[config.mk]
export PLATFORM = sky130hd
export DESIGN_NAME = mw_eeprom_reader
export DESIGN_NICKNAME = d
export VERILOG_FILES = /design/src/rtl/mw_pkg.sv /design/src/rtl/mw_hold_timer.sv /design/src/rtl/mw_serial_seq.sv /design/src/rtl/mw_req_ctrl.sv /design/src/rtl/mw_eeprom_reader.sv
export SDC_FILE = /design/constraint.sdc
export NUM_CORES = 1
export LEC_CHECK = 0
export BUFFER_PORTS_ARGS = -buffer_cell sky130_fd_sc_hd__buf_2
export CAP_MARGIN = 40
export CORE_MARGIN = 1.5
export CORE_UTILIZATION = 60
export CTS_CLUSTER_DIAMETER = 40
export CTS_CLUSTER_SIZE = 16
export DETAILED_ROUTE_END_ITERATION = 10
export PLACE_DENSITY = 0.89
export SETUP_SLACK_MARGIN = 0.02
export SYNTH_ARGS = -nofsm -noshare
export SYNTH_HDL_FRONTEND = slang
export SYNTH_SLANG_ARGS = --single-unit
[constraint.sdc]
create_clock -name clk -period 6.6 [get_ports clk]
set_input_delay 0.66 -clock clk [delete_from_list [all_inputs] [get_ports clk]]
set_output_delay 0.66 -clock clk [all_outputs]
set_load 0.01 [all_outputs]
[src/rtl/mw_pkg.sv]
package mw_pkg;

   typedef enum logic [1:0] {
      MODE_WORD = 2'b00,
      MODE_BYTE = 2'b01,
      MODE_SUM  = 2'b10
   } mw_mode_e;

   typedef enum logic [3:0] {
      PH_IDLE,
      PH_SEL,
      PH_START_DO,
      PH_START_RISE,
      PH_START_FALL,
      PH_BIT_DO,
      PH_BIT_RISE,
      PH_BIT_FALL,
      PH_DAT_RISE,
      PH_DAT_FALL,
      PH_DESEL
   } mw_phase_e;

   typedef enum logic [1:0] {
      C_IDLE,
      C_RUN,
      C_DONE
   } mw_ctrl_e;

   localparam logic [1:0] MW_READ_OP = 2'b10;

endpackage

[src/rtl/mw_hold_timer.sv]
module mw_hold_timer #(
   parameter int HOLD_CYC = 125
) (
   input  logic clk,
   input  logic rst_n,
   input  logic load,
   output logic expired
);
   localparam int CW = (HOLD_CYC > 1) ? $clog2(HOLD_CYC) : 1;

   generate
      if (HOLD_CYC < 1) begin : g_bad_hold
         $error("mw_hold_timer: HOLD_CYC must be at least 1");
      end

      if (HOLD_CYC == 1) begin : g_single
         logic unused_load;
         assign unused_load = load ^ clk ^ rst_n;
         assign expired = 1'b1;
      end else begin : g_count
         logic [CW-1:0] cnt_q;
         always_ff @(posedge clk) begin
            if (!rst_n) begin
               cnt_q <= '0;
            end else if (load) begin
               cnt_q <= CW'(HOLD_CYC - 1);
            end else if (cnt_q != '0) begin
               cnt_q <= cnt_q - 1'b1;
            end
         end
         assign expired = (cnt_q == '0);
      end
   endgenerate
endmodule

[src/rtl/mw_serial_seq.sv]
module mw_serial_seq
   import mw_pkg::*;
#(
   parameter int AW_SMALL = 8,
   parameter int AW_LARGE = 10,
   parameter int DW       = 16,
   parameter int HOLD_CYC = 125
) (
   input  logic                clk,
   input  logic                rst_n,
   input  logic                go,
   input  logic                big,
   input  logic [AW_LARGE-1:0] word_addr,
   output logic                idle,
   output logic                word_done,
   output logic [DW-1:0]       word_data,
   output logic                cs,
   output logic                sclk,
   output logic                mosi,
   input  logic                miso
);
   localparam int OPW = 2;
   localparam int HW  = OPW + AW_LARGE;
   localparam int BCW = $clog2(HW + 1);
   localparam int DCW = $clog2(DW + 1);
   localparam int GW  = $clog2(HOLD_CYC + 1);

   mw_phase_e          ph_q;
   logic [HW-1:0]      hdr_q;
   logic [BCW-1:0]     bidx_q;
   logic [DW-1:0]      dat_q;
   logic [DCW-1:0]     dcnt_q;
   logic [AW_LARGE-1:0] addr_field;
   logic [BCW-1:0]     last_bit;
   logic               expired;
   logic               step;
   logic               need_do;

   // address field packing: left-aligned so the shift register always
   // sends from its top bit
   generate
      if (AW_LARGE < AW_SMALL) begin : g_bad_aw
         $error("mw_serial_seq: AW_LARGE must not be below AW_SMALL");
      end
      if (AW_LARGE == AW_SMALL) begin : g_one_width
         assign addr_field = word_addr;
         assign last_bit   = BCW'(HW - 1);
      end else begin : g_two_width
         assign addr_field = big ? word_addr :
                             {word_addr[AW_SMALL-1:0], {(AW_LARGE-AW_SMALL){1'b0}}};
         assign last_bit   = big ? BCW'(HW - 1) : BCW'(OPW + AW_SMALL - 1);
      end
   endgenerate

   mw_hold_timer #(.HOLD_CYC(HOLD_CYC)) u_timer (
      .clk    (clk),
      .rst_n  (rst_n),
      .load   (step),
      .expired(expired)
   );

   assign step = (ph_q == PH_IDLE) ? go : expired;

   // next header bit needs its own data-out step at a field start or on change
   assign need_do = ((bidx_q + 1'b1) == BCW'(OPW)) || (hdr_q[HW-2] != mosi);

   always_ff @(posedge clk) begin
      if (!rst_n) begin
         ph_q   <= PH_IDLE;
         cs     <= 1'b0;
         sclk   <= 1'b0;
         mosi   <= 1'b0;
         hdr_q  <= '0;
         bidx_q <= '0;
         dat_q  <= '0;
         dcnt_q <= '0;
      end else if (step) begin
         case (ph_q)
            PH_IDLE: begin
               ph_q   <= PH_SEL;
               cs     <= 1'b1;
               sclk   <= 1'b0;
               mosi   <= 1'b0;
               hdr_q  <= {MW_READ_OP, addr_field};
               bidx_q <= '0;
               dcnt_q <= '0;
            end
            PH_SEL: begin
               ph_q <= PH_START_DO;
               mosi <= 1'b1;
            end
            PH_START_DO: begin
               ph_q <= PH_START_RISE;
               sclk <= 1'b1;
            end
            PH_START_RISE: begin
               ph_q <= PH_START_FALL;
               sclk <= 1'b0;
            end
            PH_START_FALL: begin
               ph_q <= PH_BIT_DO;
               mosi <= hdr_q[HW-1];
            end
            PH_BIT_DO: begin
               ph_q <= PH_BIT_RISE;
               sclk <= 1'b1;
            end
            PH_BIT_RISE: begin
               ph_q <= PH_BIT_FALL;
               sclk <= 1'b0;
            end
            PH_BIT_FALL: begin
               if (bidx_q == last_bit) begin
                  ph_q <= PH_DAT_RISE;
                  sclk <= 1'b1;
               end else begin
                  hdr_q  <= {hdr_q[HW-2:0], 1'b0};
                  bidx_q <= bidx_q + 1'b1;
                  if (need_do) begin
                     ph_q <= PH_BIT_DO;
                     mosi <= hdr_q[HW-2];
                  end else begin
                     ph_q <= PH_BIT_RISE;
                     sclk <= 1'b1;
                  end
               end
            end
            PH_DAT_RISE: begin
               ph_q <= PH_DAT_FALL;
               sclk <= 1'b0;
            end
            PH_DAT_FALL: begin
               dat_q  <= {dat_q[DW-2:0], miso};
               dcnt_q <= dcnt_q + 1'b1;
               if (dcnt_q == DCW'(DW - 1)) begin
                  ph_q <= PH_DESEL;
                  cs   <= 1'b0;
                  mosi <= 1'b0;
               end else begin
                  ph_q <= PH_DAT_RISE;
                  sclk <= 1'b1;
               end
            end
            PH_DESEL: begin
               ph_q <= PH_IDLE;
            end
            default: begin
               ph_q <= PH_IDLE;
               cs   <= 1'b0;
               sclk <= 1'b0;
               mosi <= 1'b0;
            end
         endcase
      end
   end

   assign idle      = (ph_q == PH_IDLE);
   assign word_done = (ph_q == PH_DESEL) && expired;
   assign word_data = dat_q;

   // pin spacing monitor
   logic [2:0]    pins_d;
   logic [GW-1:0] gap_q;
   logic          pin_chg;

   assign pin_chg = ({cs, sclk, mosi} != pins_d);

   always_ff @(posedge clk) begin
      if (!rst_n) begin
         pins_d <= 3'b000;
         gap_q  <= GW'(HOLD_CYC);
      end else begin
         pins_d <= {cs, sclk, mosi};
         if (pin_chg) begin
            gap_q <= GW'(1);
         end else if (gap_q < GW'(HOLD_CYC)) begin
            gap_q <= gap_q + 1'b1;
         end
      end
   end

   assert_hold_spacing_R8: assert property (@(posedge clk) disable iff (!rst_n)
      pin_chg |-> (gap_q >= GW'(HOLD_CYC)));

   assert_clk_needs_cs_R1: assert property (@(posedge clk) disable iff (!rst_n)
      $rose(sclk) |-> cs);

   assert_cs_drop_clk_low_R1: assert property (@(posedge clk) disable iff (!rst_n)
      $fell(cs) |-> !sclk);

   assert_do_settled_R4: assert property (@(posedge clk) disable iff (!rst_n)
      $rose(sclk) |-> $stable(mosi));

endmodule

[src/rtl/mw_req_ctrl.sv]
module mw_req_ctrl
   import mw_pkg::*;
#(
   parameter int AW_SMALL = 8,
   parameter int AW_LARGE = 10,
   parameter int DW       = 16
) (
   input  logic                clk,
   input  logic                rst_n,
   input  logic                start,
   input  logic [1:0]          mode,
   input  logic                big_dev,
   input  logic [AW_LARGE:0]   offset,
   input  logic                seq_idle,
   input  logic                word_done,
   input  logic [DW-1:0]       word_data,
   output logic                go,
   output logic                big,
   output logic [AW_LARGE-1:0] word_addr,
   output logic [DW-1:0]       rdata,
   output logic                done,
   output logic                image_good
);
   localparam int HB = DW / 2;

   mw_ctrl_e            st_q;
   mw_mode_e            mode_q;
   logic [AW_LARGE:0]   off_q;
   logic [AW_LARGE-1:0] idx_q;
   logic [AW_LARGE-1:0] last_idx;
   logic [DW-1:0]       sum_q;
   logic [DW-1:0]       sum_nxt;
   logic [HB-1:0]       byte_sel;

   generate
      if ((DW % 2) != 0 || DW < 4) begin : g_bad_dw
         $error("mw_req_ctrl: DW must be even and at least 4");
      end
      if (AW_LARGE == AW_SMALL) begin : g_one_size
         assign last_idx = '1;
      end else begin : g_two_size
         assign last_idx = big ? '1 : AW_LARGE'((1 << AW_SMALL) - 1);
      end
   endgenerate

   always_comb begin
      case (mode_q)
         MODE_SUM:  word_addr = idx_q;
         MODE_BYTE: word_addr = off_q[AW_LARGE:1];
         default:   word_addr = off_q[AW_LARGE-1:0];
      endcase
   end

   assign sum_nxt  = sum_q + word_data;
   assign byte_sel = off_q[0] ? word_data[DW-1:HB] : word_data[HB-1:0];

   always_ff @(posedge clk) begin
      if (!rst_n) begin
         st_q       <= C_IDLE;
         mode_q     <= MODE_WORD;
         big        <= 1'b0;
         off_q      <= '0;
         idx_q      <= '0;
         sum_q      <= '0;
         go         <= 1'b0;
         rdata      <= '0;
         done       <= 1'b0;
         image_good <= 1'b0;
      end else begin
         go <= 1'b0;
         case (st_q)
            C_IDLE: begin
               if (start) begin
                  st_q   <= C_RUN;
                  mode_q <= (mode == 2'b11) ? MODE_WORD : mw_mode_e'(mode);
                  big    <= big_dev;
                  off_q  <= offset;
                  idx_q  <= '0;
                  sum_q  <= '0;
                  go     <= 1'b1;
               end
            end
            C_RUN: begin
               if (word_done) begin
                  case (mode_q)
                     MODE_SUM: begin
                        if (idx_q == last_idx) begin
                           st_q       <= C_DONE;
                           rdata      <= sum_nxt;
                           done       <= 1'b1;
                           image_good <= (sum_nxt == '0);
                        end else begin
                           sum_q <= sum_nxt;
                           idx_q <= idx_q + 1'b1;
                           go    <= 1'b1;
                        end
                     end
                     MODE_BYTE: begin
                        st_q  <= C_DONE;
                        rdata <= {{(DW-HB){1'b0}}, byte_sel};
                        done  <= 1'b1;
                     end
                     default: begin
                        st_q  <= C_DONE;
                        rdata <= word_data;
                        done  <= 1'b1;
                     end
                  endcase
               end
            end
            default: begin
               st_q       <= C_IDLE;
               done       <= 1'b0;
               image_good <= 1'b0;
            end
         endcase
      end
   end

   assert_done_pulse_R10: assert property (@(posedge clk) disable iff (!rst_n)
      done |=> !done);

   assert_good_with_done_R7: assert property (@(posedge clk) disable iff (!rst_n)
      image_good |-> done);

   assert_launch_when_idle_R9: assert property (@(posedge clk) disable iff (!rst_n)
      go |-> seq_idle);

endmodule

[src/rtl/mw_eeprom_reader.sv]
module mw_eeprom_reader #(
   parameter int AW_SMALL = 8,
   parameter int AW_LARGE = 10,
   parameter int DW       = 16,
   parameter int HOLD_CYC = 125
) (
   input  logic                clk,
   input  logic                rst_n,
   input  logic                start,
   input  logic [1:0]          mode,
   input  logic                big_dev,
   input  logic [AW_LARGE:0]   offset,
   output logic [DW-1:0]       rdata,
   output logic                done,
   output logic                image_good,
   output logic                ee_cs,
   output logic                ee_sclk,
   output logic                ee_mosi,
   input  logic                ee_miso
);
   generate
      if (AW_SMALL < 1) begin : g_bad_small
         $error("mw_eeprom_reader: AW_SMALL must be at least 1");
      end
      if (HOLD_CYC < 1) begin : g_bad_hold
         $error("mw_eeprom_reader: HOLD_CYC must be at least 1");
      end
   endgenerate

   logic                go;
   logic                big;
   logic [AW_LARGE-1:0] word_addr;
   logic                seq_idle;
   logic                word_done;
   logic [DW-1:0]       word_data;

   mw_req_ctrl #(
      .AW_SMALL(AW_SMALL), .AW_LARGE(AW_LARGE), .DW(DW)
   ) u_ctrl (
      .clk       (clk),
      .rst_n     (rst_n),
      .start     (start),
      .mode      (mode),
      .big_dev   (big_dev),
      .offset    (offset),
      .seq_idle  (seq_idle),
      .word_done (word_done),
      .word_data (word_data),
      .go        (go),
      .big       (big),
      .word_addr (word_addr),
      .rdata     (rdata),
      .done      (done),
      .image_good(image_good)
   );

   mw_serial_seq #(
      .AW_SMALL(AW_SMALL), .AW_LARGE(AW_LARGE), .DW(DW), .HOLD_CYC(HOLD_CYC)
   ) u_seq (
      .clk      (clk),
      .rst_n    (rst_n),
      .go       (go),
      .big      (big),
      .word_addr(word_addr),
      .idle     (seq_idle),
      .word_done(word_done),
      .word_data(word_data),
      .cs       (ee_cs),
      .sclk     (ee_sclk),
      .mosi     (ee_mosi),
      .miso     (ee_miso)
   );
endmodule

* Word level (Yosys, flattened, before mapping)
Index checks and enable logic that the tools add are counted.
** Operators by class
- Reductions and logical operators :: 28
- Bitwise gates (word level) :: 5
- $add $sub $neg :: 5
- Equality and inequality tests :: 31
- Multiplexer cells :: 57
** Operator list (number)
- two-way mux 16 bit :: 5
- case mux 16 bit (2 select lines) :: 2
- two-way mux 10 bit :: 6
- case mux 10 bit (2 select lines) :: 2
- case mux 4 bit (10 select lines) :: 1
- case mux 12 bit (2 select lines) :: 1
- two-way mux 1 bit :: 17
- adder 16 bit :: 1
- equality test 4 x 3 -> 1 bit, second input constant :: 4
- logical NOT 16 bit :: 1
- two-way mux 2 bit :: 8
- AND reduction 3 bit :: 5
- two-way mux 7 bit :: 2
- equality test 4 x 2 -> 1 bit, second input constant :: 3
- equality test 4 bit, second input constant :: 3
- two-way mux 12 bit :: 1
- != test 2 x 1 -> 1 bit, second input constant :: 6
- adder 10 x 1 -> 10 bit, second input constant :: 1
- equality test 10 bit :: 1
- case mux 5 bit (2 select lines) :: 1
- AND reduction 5 bit :: 2
- OR reduction 9 bit :: 1
- two-way mux 4 bit :: 2
- two-way mux 8 bit :: 1
- other kinds (31) :: 49
** Word-level totals
- Logic and storage cells :: 146
- Output and inout bits :: 21
- Register bits :: 112

* Logic depth before layout (Yosys ltp)
- Depth after elaboration :: 6
- Gate-level depth with buffers :: 12

* Modules after synthesis
From an unflattened synthesis, not the netlist that was laid out.
** Unflattened totals
- Cells, all modules :: 743
- Area, all modules :: 6152.2 um^2
** Modules (own cells, without submodules)
- mw_req_ctrl :: area an instance 3524.6 um^2, cells an instance 423, times used 1, sequential area each 1221.2 um^2
- mw_serial_seq :: area an instance 2227.1 um^2, cells an instance 279, times used 1, sequential area each 880.8 um^2
- mw_hold_timer :: area an instance 400.4 um^2, cells an instance 41, times used 1, sequential area each 140.1 um^2

* Least setup slack after synthesis
No wires, ideal clock.
- Kind :: register to register
- Start :: register u_seq.dat_q[0], in the netlist u_seq.word_data[0]
- End :: register u_ctrl.image_good
- Stages on the path, launching flop included :: 10
- Clock period less this slack :: 2.834 ns
- Data arrival time :: 2.765 ns
- Slack :: 3.766 ns
- Buffers on the path :: 0
- Setup time :: 0.069 ns
- Cell sequence :: dfxtp_1 > ha_1 > fa_1 > a21o_1 > a221oi_1 > xnor2_1 > a211o_1 > or4_1 > or4_1 > o21ai_1
** On the way
- Cells in the longest elaborated chain, start to end :: 6
** RTL lines
- start, declared :: line mw_serial_seq.sv:31 : logic [DW-1:0] dat_q;
- start signal, assigned :: line mw_serial_seq.sv:133 : dat_q <= {dat_q[DW-2:0], miso};
- adder 16 bit :: line mw_req_ctrl.sv:54 : assign sum_nxt = sum_q + word_data;
- logical NOT 16 bit :: line mw_req_ctrl.sv:91 : image_good <= (sum_nxt == '0);
- two-way mux 1 bit :: line mw_req_ctrl.sv:87 : if (idx_q == last_idx) begin
- two-way mux 1 bit :: line mw_req_ctrl.sv:85 : case (mode_q)
- two-way mux 1 bit :: line mw_req_ctrl.sv:84 : if (word_done) begin
- case mux 1 bit (2 select lines) :: line mw_req_ctrl.sv:71 : case (st_q)
- end signal, assigned :: line mw_req_ctrl.sv:91
- end, declared :: line mw_req_ctrl.sv:22 : output logic image_good
Every way passes these cells. The select of a mux whose other input is x is not followed.
A chain may end at the register's enable or synchronous reset.

* Worst setup path after layout
- Start :: register u_seq.u_timer.g_count.cnt_q[3]
- End :: register u_seq.bidx_q[2]
** On the way
- Cells in the longest elaborated chain, start to end :: 3
** RTL lines
- start, declared :: line mw_hold_timer.sv:21 : logic [CW-1:0] cnt_q;
- start signal, assigned :: line mw_hold_timer.sv:26 : cnt_q <= CW'(HOLD_CYC - 1);
- start signal, assigned :: line mw_hold_timer.sv:28 : cnt_q <= cnt_q - 1'b1;
- logical NOT 7 bit :: line mw_hold_timer.sv:31 : assign expired = (cnt_q == '0);
- two-way mux 1 bit :: line mw_serial_seq.sv:62 : assign step = (ph_q == PH_IDLE) ? go : expired;
- AND reduction 3 bit (no line)
- end signal, assigned :: line mw_serial_seq.sv:118 : bidx_q <= bidx_q + 1'b1;
- end, declared :: line mw_serial_seq.sv:30 : logic [BCW-1:0] bidx_q;
Every way passes these cells.

==> results by group <==
Power and ir drop
  • Clock power share: 31.1%
  • Pint: 0.972 mW
  • Psw: 0.417 mW
  • Worst VDD drop: 0.000122 V
  • LEAKAGE: 2.43 nW
  • Flop pwr share: 53.2%
  • PwrDens: 221 nW/um^2
  • Comb power frac: 15.7%
  • Sw Ratio: 30.0%
  • Total power: 1.39 mW

Clock tree
  • Deepest clock path buffer count: 2
  • H-tree level count: 3
  • CTS Sinks: 112
  • CTS root buffer: clkbuf_8
  • Worst-path clk slew: 0.11 ns
  • CTS tree: yes
  • Setup Buffers After CTS: 0
  • Hold_buf cts: 0
  • Inserted Clock Buffers: 9
  • Resize count post-CTS: 0
  • Clock latency on the worst-skew pair: 0.38 ns

Detailed routing
  • 1st-iter DRT viols: 571
  • DRC violation count after routing: 0
  • Per-cell routed wire length: 16.4 microns
  • Vias: 5559
  • DRT Wirelength: 14600 microns
  • DRT antenna net count: 0
  • Via-to-Cell Ratio: 6.23
  • Drt first pass iters: 7

STA
  • Final max-slew violation count: 0
  • Min Tclk post-route: 3.59 ns
  • Max Clock Freq: 0.279 GHz
  • Slew Limit Headroom: 40.1%
  • Final worst path period share: 54.4%
  • Worst slew pin tran: 0.895 ns
  • Endpoints failing hold: 0
  • RSZ-0062 raised after global routing: false
  • Setup violations, final: 0
  • Post-route setup TNS: 0 ns
  • Clock skew: 0.0113 ns

GRT
  • First-pass GRT wire length: 23700 microns
  • Antenna violations before repair: 0
  • GRT overflow: 0
  • All-Layer GR Usage: 28.6%
  • Number of global-route vias before repair: 4976
  • Pin count of the biggest net entering global routing: 82

Synth
  • Sequential fraction of the synthesis area: 38.2%
  • Ranking of synthesized cells by area: dfxtp_1, a21oi_1, nor2_1, nand2_1, ha_1
  • Synth top cells by count: dfxtp_1, nor2_1, nand2_1, a21oi_1, clkbuf_1
  • Syn Nets: 796
  • Distinct cells, synth: 56
  • Avg Cell Area, Syn: 7.79 sq um
  • Share of the synthesized area in the top cell type: 38.2%
  • Top-count cell post-synth: dfxtp_1
  • Mapped Cells: 754
  • Synth Flop Type: dfxtp_1
  • Yosys synthesis warning count: 0
  • Ys async rst share: 0%
  • Yosys reg bits: 112
  • Post-synth EDFFs: 0
  • Cell Area, Synth: 5880 sq um
  • Yosys top cell by area: dfxtp_1

Min path
  • Worst hold stages: 2
  • Worst Hold Class: reg2reg

Placed design
  • Final Wtd Congestion: 0.903
  • Buffers on Ports: 38
  • Post-DP HPWL: 10100 microns

Die
  • Die H: 102 microns
  • DIE AREA: 10400 sq um
  • Site row count: 35
  • Core Area: 9370 sq um
  • Die width: 102 microns
  • Number of I/O pins: 39
  • Initial Utilization: 62.7%

Critical path
  • Worst setup EP type: register
  • Arrival time at the worst endpoint: 3.90 ns
  • Worst EP required: 6.91 ns
  • Crit path launch type: register
  • Worst Path Max Fanout: 30
  • WS Path Type: reg2reg
  • R2r worst-path depth: 7

Final layout
  • Fraction of layout cells with a size suffix above 1: 9.69%
  • Syn-to-layout area delta: 7.00%
  • Final Util: 67.1%
  • Nets: 801
  • Ant diodes: 0
  • Fillers: 780

Outcome
  • Status: complete, no violations

Flow run
  • Max cap viols: 0
[state kept, by name, indices dropped and copies added (netlist names), 2 cells and up]
name	count
u_ctrl.idx_q	10
u_ctrl.mode_q	2
u_ctrl.off_q	11
u_ctrl.rdata	16
u_ctrl.st_q	2
u_ctrl.sum_q	16
u_seq.bidx_q	4
u_seq.dcnt_q	5
u_seq.hdr_q	12
u_seq.ph_q	4
u_seq.u_timer.g_count.cnt_q	7
u_seq.word_data	16
[kinds of logic (layout without fill, tap and decap cells)]
logic type,after synthesis,after routing,share of synthesized area [%]
adders and majority gates,24,24,5.24
and+or+nand+nor,300,300,23.0
muxes,14,14,2.49
xor gates and xnor gates,29,29,4.32
AOI/OAI and AO/OA,211,211,22.5
buffers and inverters,64,74,4.26
DFF,112,112,38.2
[worst max-delay path, stage by stage, from the launching register on]
cell and delay [ns]:
dfxtp_1 0.37, nor4_1 0.54, nor2b_1 0.54, a21boi_1 0.34, buf_4 0.26, or3_1 0.72, or4_1 0.60, a21oi_1 0.14
[power by group through the flow]
| stage | registers (mW) | clock network (mW) | logic, mW |
|---|---|---|---|
| 6_report | 0.739 | 0.432 | 0.218 |
| 5_1_grt | 0.742 | 0.460 | 0.242 |
| 4_1_cts | 0.737 | 0.434 | 0.215 |
| 3_5_place_dp | 0.752 | 0 | 0.212 |
| 3_3_place_gp | 0.748 | 0 | 0.195 |
| 2_1_floorplan | 0.739 | 0 | 0.177 |
[worst paths after layout]
path                                  startpoint         endpoint  slack (ns)
hold / removal                    u_seq.hdr_q[3]   u_seq.hdr_q[3]        0.47
hold reg to reg                   u_seq.hdr_q[3]   u_seq.hdr_q[3]        0.47
setup / recovery  u_seq.u_timer.g_count.cnt_q[3]  u_seq.bidx_q[2]        3.01
setup reg to reg  u_seq.u_timer.g_count.cnt_q[3]  u_seq.bidx_q[2]        3.01
[area by class of cell]
cell class	count	area [sq um]	share of cell area (%)
Tap cell	129	161	2.57
Clock buffer	9	124	1.97
Timing Repair Buffer	43	235	3.74
Clock inverter	7	85.1	1.35
Multi-Input combinational cell	578	3380	53.8
Sequential cell	112	2240	35.7
Inverter	15	56.3	0.895
[stage by stage]
step           hold slack, ns  worst slack, ns  area, sq um  instances
6_report                0.472             3.01         6290        893
5_1_grt                 0.493             2.71         6290        893
4_1_cts                 0.473             3.03         6290        893
3_5_place_dp            0.457             3.12         6080        877
3_3_place_gp            0.443             3.37         6060        875
2_1_floorplan           0.424             3.77         5880        754
[metal layers]
metal	GRT usage, %	part of all wire, %	vias up
li1	-	-	2684
met1	38.9	43	2598
met2	46.8	48	249
met3	4.79	7.9	28
met4	8.85	1.4	0
met5	0	0	-
[cells in the final DEF (no fill, tap or decap), drive strengths merged, types with 5 or more instances in the layout]
cell type,instances
nand2b,11
mux2,5
a222oi,6
clkbuf,9
nand4,7
o21a,5
xnor2,15
a21o,6
ha,23
mux2i,9
inv,19
or3,5
a31oi,7
nand2,99
or2,5
buf,43
a22oi,26
nor2,109
nand3,15
a21oi,92
and3,13
xor2,14
nor3,13
o21ai,28
or4,6
dfxtp,112
a211oi,17
(Power assumes the default switching activity.)
